### src/rtl/rep_iter_pkg.sv
package rep_iter_pkg;
  typedef enum logic [1:0] {AS_16 = 2'd0, AS_32 = 2'd1, AS_64 = 2'd2, AS_64B = 2'd3} asize_e;
  typedef enum logic [1:0] {ST_DONE = 2'd0, ST_ZF = 2'd1, ST_PREEMPT = 2'd2} status_e;
  typedef enum logic [1:0] {DEC_CONT, DEC_OK, DEC_ZF, DEC_PRE} decide_e;
  typedef enum logic [1:0] {S_IDLE, S_CHECK, S_EXEC} state_e;

  localparam logic [1:0] RC_NONE  = 2'd0;
  localparam logic [1:0] RC_PLAIN = 2'd1;
  localparam logic [1:0] RC_NE    = 2'd2;
  localparam logic [1:0] RC_EQ    = 2'd3;
endpackage

### src/rtl/rep_cnt_unit.sv
module rep_cnt_unit
  import rep_iter_pkg::*;
#(
  parameter int CNT_W = 64
) (
  input  logic [CNT_W-1:0] cnt_i,
  input  logic [1:0]       asize_i,
  output logic             fld_zero_o,
  output logic [CNT_W-1:0] dec_o,
  output logic             dec_zero_o
);
  localparam int LO16 = 16;
  localparam int LO32 = 32;

  logic [LO16-1:0]  d16;
  logic [LO32-1:0]  d32;
  logic [CNT_W-1:0] d64;
  logic [CNT_W-1:0] ext16;
  logic [CNT_W-1:0] ext32;

  assign d16 = cnt_i[LO16-1:0] - 16'd1;
  assign d32 = cnt_i[LO32-1:0] - 32'd1;
  assign d64 = cnt_i - {{(CNT_W-1){1'b0}}, 1'b1};

  assign ext16 = {cnt_i[CNT_W-1:LO16], d16};

  generate
    if (CNT_W > LO32) begin : g_wide
      assign ext32 = {{(CNT_W-LO32){1'b0}}, d32};
    end else begin : g_narrow
      assign ext32 = d32;
    end
  endgenerate

  always_comb begin
    unique case (asize_i)
      AS_16: begin
        fld_zero_o = (cnt_i[LO16-1:0] == '0);
        dec_o      = ext16;
        dec_zero_o = (d16 == '0);
      end
      AS_32: begin
        fld_zero_o = (cnt_i[LO32-1:0] == '0);
        dec_o      = ext32;
        dec_zero_o = (d32 == '0);
      end
      default: begin
        fld_zero_o = (cnt_i == '0);
        dec_o      = d64;
        dec_zero_o = (d64 == '0);
      end
    endcase
  end
endmodule

### src/rtl/rep_exit_eval.sv
module rep_exit_eval
  import rep_iter_pkg::*;
(
  input  logic       single_i,
  input  logic [1:0] rep_code_i,
  input  logic       cmp_op_i,
  input  logic       zf_i,
  input  logic       dec_zero_i,
  input  logic       event_i,
  input  logic       dbg_step_i,
  output decide_e    decide_o
);
  logic zf_stop;

  always_comb begin
    zf_stop = 1'b0;
    if (cmp_op_i) begin
      if (rep_code_i == RC_EQ && !zf_i) zf_stop = 1'b1;
      if (rep_code_i == RC_NE &&  zf_i) zf_stop = 1'b1;
    end
  end

  // Exit priority: single shot, zero flag, count exhausted, event.
  always_comb begin
    if (single_i)                    decide_o = DEC_OK;
    else if (zf_stop)                decide_o = DEC_ZF;
    else if (dec_zero_i)             decide_o = DEC_OK;
    else if (event_i || dbg_step_i)  decide_o = DEC_PRE;
    else                             decide_o = DEC_CONT;
  end
endmodule

### src/rtl/rep_iter_ctrl.sv
module rep_iter_ctrl
  import rep_iter_pkg::*;
#(
  parameter int CNT_W = 64
) (
  input  logic             clk,
  input  logic             rst_n,
  input  logic             start_i,
  input  logic [1:0]       rep_code_i,
  input  logic             cmp_op_i,
  input  logic [1:0]       asize_i,
  input  logic [CNT_W-1:0] count_i,
  output logic             exec_req_o,
  input  logic             exec_done_i,
  input  logic             zf_i,
  input  logic             event_pend_i,
  input  logic             dbg_step_i,
  output logic             busy_o,
  output logic             done_o,
  output logic [1:0]       status_o,
  output logic             rewind_ip_o,
  output logic             stop_trace_o,
  output logic             cnt_wb_valid_o,
  output logic [CNT_W-1:0] cnt_wb_o
);
  state_e           state_q, state_d;
  logic [1:0]       code_q, code_d;
  logic             cmp_q, cmp_d;
  logic [1:0]       as_q, as_d;
  logic [CNT_W-1:0] cnt_q, cnt_d;
  logic             done_q, done_d;
  logic [1:0]       status_q, status_d;
  logic             wbv_q, wbv_d;
  logic             rewind_q, rewind_d;
  logic             trace_q, trace_d;

  logic             fld_zero;
  logic [CNT_W-1:0] dec_val;
  logic             dec_zero;
  decide_e          decide;
  logic             single;

  assign single = (code_q == RC_NONE);

  rep_cnt_unit #(.CNT_W(CNT_W)) u_cnt (
    .cnt_i      (cnt_q),
    .asize_i    (as_q),
    .fld_zero_o (fld_zero),
    .dec_o      (dec_val),
    .dec_zero_o (dec_zero)
  );

  rep_exit_eval u_eval (
    .single_i   (single),
    .rep_code_i (code_q),
    .cmp_op_i   (cmp_q),
    .zf_i       (zf_i),
    .dec_zero_i (dec_zero),
    .event_i    (event_pend_i),
    .dbg_step_i (dbg_step_i),
    .decide_o   (decide)
  );

  always_comb begin
    state_d  = state_q;
    code_d   = code_q;
    cmp_d    = cmp_q;
    as_d     = as_q;
    cnt_d    = cnt_q;
    done_d   = 1'b0;
    status_d = status_q;
    wbv_d    = 1'b0;
    rewind_d = 1'b0;
    trace_d  = 1'b0;
    unique case (state_q)
      S_IDLE: begin
        if (start_i) begin
          code_d  = rep_code_i;
          cmp_d   = cmp_op_i;
          as_d    = asize_i;
          cnt_d   = count_i;
          state_d = (rep_code_i == RC_NONE) ? S_EXEC : S_CHECK;
        end
      end
      S_CHECK: begin
        if (fld_zero) begin
          state_d  = S_IDLE;
          done_d   = 1'b1;
          status_d = ST_DONE;
          wbv_d    = 1'b1;
        end else begin
          state_d = S_EXEC;
        end
      end
      S_EXEC: begin
        if (exec_done_i) begin
          if (!single) cnt_d = dec_val;
          if (decide != DEC_CONT) begin
            state_d = S_IDLE;
            done_d  = 1'b1;
            wbv_d   = !single;
          end
          unique case (decide)
            DEC_ZF:  status_d = ST_ZF;
            DEC_PRE: begin
              status_d = ST_PREEMPT;
              rewind_d = 1'b1;
              trace_d  = 1'b1;
            end
            default: status_d = ST_DONE;
          endcase
        end
      end
      default: state_d = S_IDLE;
    endcase
  end

  always_ff @(posedge clk or negedge rst_n) begin
    if (!rst_n) begin
      state_q  <= S_IDLE;
      code_q   <= RC_NONE;
      cmp_q    <= 1'b0;
      as_q     <= 2'd0;
      cnt_q    <= '0;
      done_q   <= 1'b0;
      status_q <= ST_DONE;
      wbv_q    <= 1'b0;
      rewind_q <= 1'b0;
      trace_q  <= 1'b0;
    end else begin
      state_q  <= state_d;
      code_q   <= code_d;
      cmp_q    <= cmp_d;
      as_q     <= as_d;
      cnt_q    <= cnt_d;
      done_q   <= done_d;
      status_q <= status_d;
      wbv_q    <= wbv_d;
      rewind_q <= rewind_d;
      trace_q  <= trace_d;
    end
  end

  assign exec_req_o     = (state_q == S_EXEC);
  assign busy_o         = (state_q != S_IDLE);
  assign done_o         = done_q;
  assign status_o       = status_q;
  assign rewind_ip_o    = rewind_q;
  assign stop_trace_o   = trace_q;
  assign cnt_wb_valid_o = wbv_q;
  assign cnt_wb_o       = cnt_q;
endmodule

### config.mk
export PLATFORM = sky130hd
export DESIGN_NAME = rep_iter_ctrl
export DESIGN_NICKNAME = d
export VERILOG_FILES = /design/src/rtl/rep_iter_pkg.sv /design/src/rtl/rep_cnt_unit.sv /design/src/rtl/rep_exit_eval.sv /design/src/rtl/rep_iter_ctrl.sv
export SDC_FILE = /design/constraint.sdc
export NUM_CORES = 1
export LEC_CHECK = 0
export BUFFER_PORTS_ARGS = -buffer_cell sky130_fd_sc_hd__buf_4
export CORE_ASPECT_RATIO = 1.5
export CORE_UTILIZATION = 54
export CTS_CLUSTER_SIZE = 25
export DETAILED_ROUTE_END_ITERATION = 8
export PLACE_DENSITY_LB_ADDON = 0.25
export SLEW_MARGIN = 20
export SYNTH_ARGS = -nofsm -noshare
export SYNTH_HDL_FRONTEND = slang
export SYNTH_SLANG_ARGS = --single-unit
### constraint.sdc
create_clock -name clk -period 5.9 [get_ports clk]
set_input_delay 0.59 -clock clk [delete_from_list [all_inputs] [get_ports clk]]
set_output_delay 0.59 -clock clk [all_outputs]
set_load 0.05 [all_outputs]
# Yosys cells after proc, flatten, opt, wreduce, memory -nomap -nowiden
# Cells that the tools add are included.
[classes] n_addsub=3 n_eq_ne=13 muxes=34 reduce_logical=24
[op_table] op="$pmux 64 s2" count=2
[op_table] op="$mux 64" count=3
[op_table] op="$logic_not 64->1" count=2
[op_table] op="$logic_not 32->1" count=2
[op_table] op="$sub 64x1->64 const B" count=1
[op_table] op="$logic_not 16->1" count=2
[op_table] op="$sub 32x1->32 const B" count=1
[op_table] op="$mux 2" count=11
[op_table] op="$sub 16x1->16 const B" count=1
[op_table] op="$mux 1" count=11
[op_table] op="$eq 2x2->1 const B" count=5
[op_table] op="$logic_not 2->1" count=4
[op_table] op="$ne 2x2->1 const B" count=4
[op_table] op="$pmux 1 s2" count=4
[op_table] op="$pmux 2 s2" count=2
[op_table] op="$reduce_bool 2->1" count=4
[op_table] op="$pmux 2 s3" count=1
[op_table] op="$reduce_and 3->1" count=2
[op_table] op="$reduce_and 5->1" count=1
[op_table] op="$eq 2x1->1 const B" count=2
[op_table] op="$ne 2x1->1 const B" count=2
[op_table] op="$reduce_and 4->1" count=1
[op_table] op="$logic_and 1x1->1" count=2
[op_table] op="$logic_not 1->1" count=2
[op_table] op="other kinds (2)" count=2
[word_totals] register_bits=76 input_bits=76

# Logic depth before layout (Yosys ltp)
# Gate-level depths: netlist of run 1.
[depth] depth_word=11 ltp_mapped=14 mapped_depth_nobuf=12

# Hierarchy
# A second synthesis of run 1 with hierarchy kept.
[unflattened] hier_cells=665 area_unflattened_um2=5995.8
[by_module_without_submodules] mod="rep_iter_ctrl" instances=1 cells_per_inst=272 area_each_um2=3563.4
[by_module_without_submodules] mod="rep_cnt_unit" instances=1 cells_per_inst=385 area_each_um2=2381.0
[by_module_without_submodules] mod="rep_exit_eval" instances=1 cells_per_inst=8 area_each_um2=51.3

# Least setup slack after synthesis of run 1
# No wires, ideal clock.
[synth_timing] path_kind="register -> register" start="register cnt_q[0], in the netlist cnt_wb_o[0]" end="register wbv_q, in the netlist cnt_wb_valid_o" t_arrival_ns=3.762 slack_ns=2.046 stages_incl_launch_ff=14 n_path_buf=1 synth_period_minus_slack_ns=3.854 path_cell_list="dfrtp_1 inv_1 ha_1 nor3b_1 nand4_2 or4b_1 buf_2 xnor2_1 nor4_4 nand4_1 nor4_2 nand2b_1 nor3_2 o31ai_2"
[synth_between] elab_chain_len=10
[synth_rtl] element="start: declaration" line_no="rep_iter_ctrl.sv:30" text="logic [CNT_W-1:0] cnt_q, cnt_d;"
[synth_rtl] element="start signal: assignment" line_no="rep_iter_ctrl.sv:135" text="cnt_q <= cnt_d;"
[synth_rtl] element="$sub 64x1->64 (tied with other cells)" line_no="rep_cnt_unit.sv:23" text="assign d64 = cnt_i - {{(CNT_W-1){1'b0}}, 1'b1};"
[synth_rtl] element="$logic_not 64->1 (tied with other cells)" line_no="rep_cnt_unit.sv:50" text="dec_zero_o = (d64 == '0);"
[synth_rtl] element="$pmux 1 s2" line_no="rep_cnt_unit.sv:36" text="unique case (asize_i)"
[synth_rtl] element="$mux 2" line_no="rep_exit_eval.sv:27" text="else if (dec_zero_i) decide_o = DEC_OK;"
[synth_rtl] element="$mux 2" line_no="rep_exit_eval.sv:26" text="else if (zf_stop) decide_o = DEC_ZF;"
[synth_rtl] element="$mux 2" line_no="rep_exit_eval.sv:25" text="if (single_i) decide_o = DEC_OK;"
[synth_rtl] element="$reduce_bool 2->1" line_no="rep_iter_ctrl.sv:98" text="if (decide != DEC_CONT) begin"
[synth_rtl] element="$mux 1" line_no="rep_iter_ctrl.sv:98"
[synth_rtl] element="$mux 1" line_no="rep_iter_ctrl.sv:96" text="if (exec_done_i) begin"
[synth_rtl] element="$pmux 1 s2 (*)" line_no="rep_iter_ctrl.sv:75" text="unique case (state_q)"
[synth_rtl] element="via wbv_d" line_no="rep_iter_ctrl.sv:33" text="logic wbv_q, wbv_d;"
[synth_rtl] element="end signal: assignment" line_no="rep_iter_ctrl.sv:138" text="wbv_q <= wbv_d;"
[synth_rtl] element="end: declaration" line_no="rep_iter_ctrl.sv:33"
# The timed path passes the listed nets; every way through them passes the cells marked *.
# A chain may end at the register's enable or synchronous reset.

# Final worst setup path of run 1
# Ends and elaborated chain as after synthesis.

==> impl_metrics.tcl, run 1 <==
set metrics [dict create \
    status "finished clean" \
    clk_latency_ns 0.35 \
    ys_types 70 \
    syn2layout_area_growth_pct 25.8 \
    async_reset_ff_share_pct 100 \
    postRouteAntennaNets 0 \
    required_ns 6.16 \
    place_inst 979 \
    critical_path.top_delay_family "simple AND/OR/NAND/NOR gates" \
    die_w_um 86.1 \
    first_iter_violations 604 \
    cp.arrival_ns 4.60 \
    cts_max_path_buffers 2 \
    ys_seq_area_share_pct 33.2 \
    ys.flop_type "dfrtp_1" \
    dp_hpwl_um 14400 \
    p_comb_share_pct 60.6 \
    layout_common_cells "buf_4 (157), o21ai_0 (101), nor2_1 (76), dfrtp_1 (76), a21oi_1 (69)" \
    synthCells 735 \
    firstDrtPassIters 6 \
    startpoint "cnt_wb_o[0]$_DFFE_PN0P_" \
    cts_max_level 3 \
    fin_nets 932 \
    setup_violations 0 \
    die_y_um 128 \
    p_sw_w 0.00267 \
    critPathLaunchType "flip-flop" \
    cts_buffers 9 \
    clkSinkCount 76 \
    postCtsSetupBuffers 0 \
    routed_wl_um 20100 \
    p_leak_nw 2.96 \
    cp_cell_sequence "inv_1 > ha_1 > nor3b_1 > nand4_2 > or4b_1 > xnor2_1 > nor4_4 > nand4_1 > nor4_2 > nand2b_1 > nor3_2 > o31ai_2" \
    num_rows 45 \
    p_seq_share_pct 26.3 \
    fin_cells 995 \
    antenna_cells 0 \
    cp_slowest_cell "or4b_1" \
    clkPwrFrac_pct 13.2 \
    setup_ws_ns 1.56 \
    hold_viol 0 \
    cp-end-kind "flip-flop" \
    synth_nets 817 \
    start_util_pct 56.0 \
    cts_hold_buf 0 \
    crit_fanout 8 \
    cts_tree "done" \
    internal_power_w 0.00206 \
    via_count 6542 \
    netSwitchingFraction_pct 56.4 \
    fillCellCount 891 \
    syn_area_per_cell_um2 7.80 \
    critical_path_buf_inv_count 1 \
    drv_cap 0 \
    hp-class "in -> async" \
    max_freq_mhz 230 \
    setup_tns_ns 0 \
    grt_max_degree 77 \
    drv_slew 0 \
    track_usage_pct 36.5 \
    yosys_warnings 0 \
    slowest_delay_ns 0.75 \
    grt_pass1_wl_um 31300 \
    core_area_um2 10200 \
    grt_setup_unrepaired "no" \
    grt_pass1_vias 6138 \
    ioPinCount 148 \
    place_congestion 0.976 \
    post-route-period-util_pct 73.6 \
    ys_ff_latch 76 \
    synth-edff-count 0 \
    viasPerCell 6.57 \
    fin_worst_skew_ns 0.00561 \
    grt_overflow_total 0 \
    drive_gt1_share_pct 24.4 \
    drc 0 \
    dp_slack_ns 1.68 \
    wl_per_cell_um 20.2 \
    tightest_slew_ns 0.967 \
    antenna_found_initial 0 \
    fin_crit_ns 4.34 \
    path_clk_slew_ns 0.06 \
    final_common_cell "buf_4" \
    fp.dieArea_um2 11000 \
    cts_resized 0 \
    vdd_ir_drop_max_mv 0.365 \
    netlist_area_um2 5730 \
    relSlewSlack_pct 35.4 \
    cts-root-buf "clkbuf_16" \
    r2r_start "cnt_wb_o[0]$_DFFE_PN0P_" \
    numPortBuffers 147 \
    power.density_nw_per_um2 656 \
    criticalPathCategory "reg -> reg" \
]
-- Yosys cell counts, types with 10 or more instances --
cell type	n	share of area [%]
clkbuf_1	43	2.8
nor2_1	76	5.0
nand2_1	42	2.7
nor3_1	41	3.6
nor4_1	25	2.7
nand3_1	26	2.3
nand4_1	10	1.1
a21oi_1	69	6.0
dfrtp_1	76	33
a22oi_1	24	3.1
or4_1	15	2.0
inv_1	15	0.98
a31oi_1	12	1.3
o21ai_0	101	8.8
-- routing by layer --
layer	track usage (%)	vias up	part of all wire [%]
li1	-	3003	-
met1	42.0	3119	38
met2	64.6	330	51
met3	4.64	90	6.2
met4	20.5	0	5.3
met5	0	-	0
-- power groups by stage --
stage | sequential (W) | combinational, W | clock [W]
detailed placement | 0.00123 | 0.00283 | 0
floorplan | 0.00178 | 0.00142 | 0
CTS | 0.00123 | 0.00284 | 0.000620
global route | 0.00128 | 0.00307 | 0.000642
finish | 0.00124 | 0.00287 | 0.000623
global placement | 0.00122 | 0.00278 | 0
-- layout make-up --
class | count | area, um^2 | area share (%)
flip-flops and latches | 76 | 1900 | 26.4
clock inverters | 4 | 72.6 | 1.01
multi-input cells | 590 | 3560 | 49.3
well taps | 141 | 176 | 2.44
inverters | 15 | 56.3 | 0.780
repair buffers | 158 | 1200 | 16.6
clock buffers | 11 | 253 | 3.50
-- registers in the layout, summed over array words and instances (netlist names) --
name / cells
status_o: 2
as_q: 2
stop_trace_o: 1
state_q: 2
done_o: 1
code_q: 2
cmp_q: 1
cnt_wb_valid_o: 1
cnt_wb_o: 64
-- metrics by stage --
stage / instance area, um^2 / hold slack [ns] / power [W] / utilization [%]
after global placement: 6870 / 0.483 / 0.00400 / 67.0
after floorplan: 5730 / 0.294 / 0.00320 / -
after global routing: 7220 / 0.267 / 0.00500 / 70.4
after detailed placement: 6870 / 0.519 / 0.00406 / 67.0
final: 7220 / 0.230 / 0.00474 / 70.4
after CTS: 7200 / 0.459 / 0.00469 / 70.2
-- path summary, 6_finish.rpt --
path,depth (start not counted),endpoint,slack (ns)
setup / recovery,12,cnt_wb_valid_o$_DFF_PN0_,1.56
hold / removal,1,cnt_wb_o[36]$_DFFE_PN0P_,0.23
setup reg to reg,12,cnt_wb_valid_o$_DFF_PN0_,1.56
hold reg to reg,1,cmp_q$_DFFE_PN0P_,0.53
max in group asynchronous,2,code_q[0]$_DFFE_PN0P_,5.05
min in group clk,2,cnt_wb_o[42]$_DFFE_PN0P_,0.48
-- cells by family after synthesis --
family          Yosys count  share of synthesized area [%]
xor+xnor                 18                           2.75
flops                    76                           33.2
buf+inv                  69                           4.84
compound gates          253                           26.1
fa+ha+maj                 6                           1.31
simple gates            307                           30.7
mux                       6                           1.16
No activity file was read; power rests on OpenSTA's default activity.
==> inputs of run 2 (changes only) <==
--- a/config.mk
+++ b/config.mk
@@ -5,9 +5,10 @@
 export SDC_FILE = /design/constraint.sdc
 export NUM_CORES = 1
 export LEC_CHECK = 0
+export ABC_AREA = 1
 export BUFFER_PORTS_ARGS = -buffer_cell sky130_fd_sc_hd__buf_4
 export CORE_ASPECT_RATIO = 1.5
-export CORE_UTILIZATION = 54
+export CORE_UTILIZATION = 50
 export CTS_CLUSTER_SIZE = 25
 export DETAILED_ROUTE_END_ITERATION = 8
 export PLACE_DENSITY_LB_ADDON = 0.25
==> constraint.sdc (replaced) <==
create_clock -name clk -period 3.6 [get_ports clk]
set_input_delay 0.36 -clock clk [delete_from_list [all_inputs] [get_ports clk]]
set_output_delay 0.36 -clock clk [all_outputs]
set_load 0.05 [all_outputs]
==> run 2 against run 1 <==
Effect of this change: sequential power up 53%; non-clock buffer count decreased by 6; design area grew 6.1%; clock-buffer cell count grew 1; synthesized cell count is 31% higher; worst hold slack got worse by 0.21 ns; routed wire length up 10%; area after synthesis is 5.8% higher; clock skew is 0.0041 ns higher.
==> impl_metrics.tcl, run 2 <==
set metrics [dict create \
    cp_slowest_cell "dfrtp_1" \
    core_area_um2 11700 \
    ys_seq_area_share_pct 31.4 \
    tightest_slew_ns 0.766 \
    synth-edff-count 0 \
    synthMuxAreaShare_pct 0.557 \
    drv_cap 0 \
    grt_pass1_vias 6789 \
    synthTopCellsByArea "dfrtp_1 (31%), nand2_1 (18%), nor2_1 (11%), inv_1 (6.1%), a22oi_1 (5.8%)" \
    fin_worst_skew_ns 0.00969 \
    synth_compound_area_share_pct 15.0 \
    setup_ws_ns 0.449 \
    track_usage_pct 35.7 \
    cp-end-kind "flip-flop" \
    ys.flop_type "dfrtp_1" \
    crit_fanout 5 \
    drv_slew 0 \
    viasPerCell 5.51 \
    routed_wl_um 22100 \
    wl_per_cell_um 17.7 \
    final_common_cell "nand2_1" \
    grt_max_degree 77 \
    critPathLaunchType "flip-flop" \
    numPortBuffers 147 \
    dp_hpwl_um 17300 \
    place_inst 1235 \
    ys_ff_latch 76 \
    syn2layout_area_growth_pct 26.3 \
    cp_cell_sequence "inv_1 > ha_1 > nand3_1 > nor2_1 > nand3_1 > o21ai_0 > nand2_1 > nor2_1 > nand2_1 > nor2_1 > nand2_1 > nor2_1 > nand2_1 > nand2_1 > nand2_2 > nand3_2 > nand3_2 > nand2_1 > nand2_1" \
    synth_most_common_cell "nand2_1" \
    die_w_um 91.9 \
    syn_area_per_cell_um2 6.32 \
    path_clk_slew_ns 0.06 \
    slowest_delay_ns 0.41 \
    cts_hold_buf 0 \
    clkSinkCount 76 \
    antenna_found_initial 0 \
    hp-class "in -> async" \
    cts_resized 0 \
    relSlewSlack_pct 48.9 \
    postRouteAntennaNets 0 \
    firstDrtPassIters 5 \
    synth_xor_area_share_pct 3.30 \
    critical_path.top_delay_family "simple AND/OR/NAND/NOR gates" \
    fin_nets 1178 \
    fin_hold_ws_ns 0.0245 \
    vdd_ir_drop_max_mv 0.694 \
    required_ns 3.83 \
    top_usage_layer "met2" \
    criticalPathCategory "reg -> reg" \
    fp.dieArea_um2 12600 \
    use_met2_pct 64.2 \
    post-route-period-util_pct 87.5 \
    postCtsSetupBuffers 0 \
    clk_latency_ns 0.34 \
    cts_max_level 3 \
    place_congestion 1.02 \
    netlist.area_leader.share_pct 31.4 \
    grt_overflow_total 0 \
    synth_nets 1042 \
    cts_buffers 9 \
    grt.met3_usage_pct 6.11 \
    max_freq_mhz 317 \
    first_iter_violations 444 \
    grt_setup_unrepaired "no" \
    drc 0 \
    fin_crit_ns 3.15 \
    startpoint "cnt_wb_o[0]$_DFFE_PN0P_" \
    cts_tree "done" \
    r2r_start "cnt_wb_o[0]$_DFFE_PN0P_" \
    synthTopCellsByCount "nand2_1 (284), nor2_1 (180), inv_1 (99)" \
    layout_common_cells "nand2_1 (284), nor2_1 (179), buf_4 (151)" \
    dp_slack_ns 0.566 \
    cp.arrival_ns 3.38 \
    synth_top_family_by_area "simple AND/OR/NAND/NOR gates" \
    largest_register_ffs 64 \
    p_leak_nw 3.64 \
    drive_gt1_share_pct 19.2 \
    ioPinCount 148 \
    via_count 6890 \
    fin_cells 1251 \
    synth_fa_ha_area_share_pct 1.24 \
    synth_simple_gate_area_share_pct 40.5 \
    synth_area_leader_cell "dfrtp_1" \
    netlist_area_um2 6060 \
    path_common_cell "nand2_1" \
    die_y_um 137 \
    power.density_nw_per_um2 1020 \
    use_met1_pct 37.5 \
    setup_tns_ns 0 \
    start_util_pct 52.1 \
    async_reset_ff_share_pct 100 \
    ys_types 37 \
    critical_path_buf_inv_count 1 \
    hold_viol 0 \
    synthCells 960 \
    total_power_w 0.00785 \
    status "finished clean" \
    grt_pass1_wl_um 33900 \
    cts-root-buf "clkbuf_16" \
    cts_max_path_buffers 2 \
    setup_violations 0 \
    num_rows 48 \
    antenna_cells 0 \
    yosys_warnings 0 \
]
-- run 2: changes by cell type after synthesis, moves of 20 or more --
cell,change
inv_1,+84
nor2_1,+104
a22oi_1,+23
nor3_1,-37
o21ai_0,-72
nand2_1,+242
nand3_1,+28
nor4_1,-24
clkbuf_1,-20
-- run 2: logic make-up (layout without fill, tap and decap cells) --
group | Yosys count | after routing
buffers and inverters | 129 | 270
AND/OR/NAND/NOR | 572 | 572
adder cells (fa/ha/maj) | 6 | 6
multiplexers | 3 | 3
flip-flops | 76 | 76
AO/OA/AOI/OAI | 152 | 152
XOR/XNOR | 22 | 22
-- run 2: cell type report --
class,instances,area [um^2]
fill,1158,3990
clock inverter,4,95.1
timing repair buffer,152,1140
sequential,76,1900
tap,150,188
multi-input combinational,755,3690
inverter,102,383
clock buffer,12,256
-- run 2: through the flow --
stage,utilization [%],cell area [um^2]
CTS,65.7,7650
detailed placement,62.7,7300
global placement,62.7,7300
global route,65.7,7660
floorplan,-,6060
finish,65.7,7660
-- run 2: worst paths after layout --
kind                                       endpoint  slack [ns]  depth (start not counted)
max in group asynchronous   cnt_wb_o[3]$_DFFE_PN0P_        3.00                          1
hold reg to reg                   cmp_q$_DFFE_PN0P_        0.53                          2
min in group clk                as_q[0]$_DFFE_PN0P_        0.25                          2
setup / recovery             state_q[1]$_DFFE_PN0P_        0.45                         19
hold / removal             cnt_wb_o[33]$_DFFE_PN0P_        0.02                          1
setup reg to reg             state_q[1]$_DFFE_PN0P_        0.45                         19
-- run 2: routing by layer --
metal | vias up | share of wire, %
met5 | - | 0
met4 | 0 | 7.0
met3 | 90 | 5.8
met2 | 287 | 51
met1 | 3152 | 37
li1 | 3361 | -
-- run 2: power by group --
part | leakage (nW) | switching, W | internal, W | total (W)
sequential | 0.873 | 0.000615 | 0.00129 | 0.00190
clock | 0.173 | 0.000388 | 0.000716 | 0.00110
combinational | 2.60 | 0.00339 | 0.00145 | 0.00484
total | 3.64 | 0.00439 | 0.00345 | 0.00785
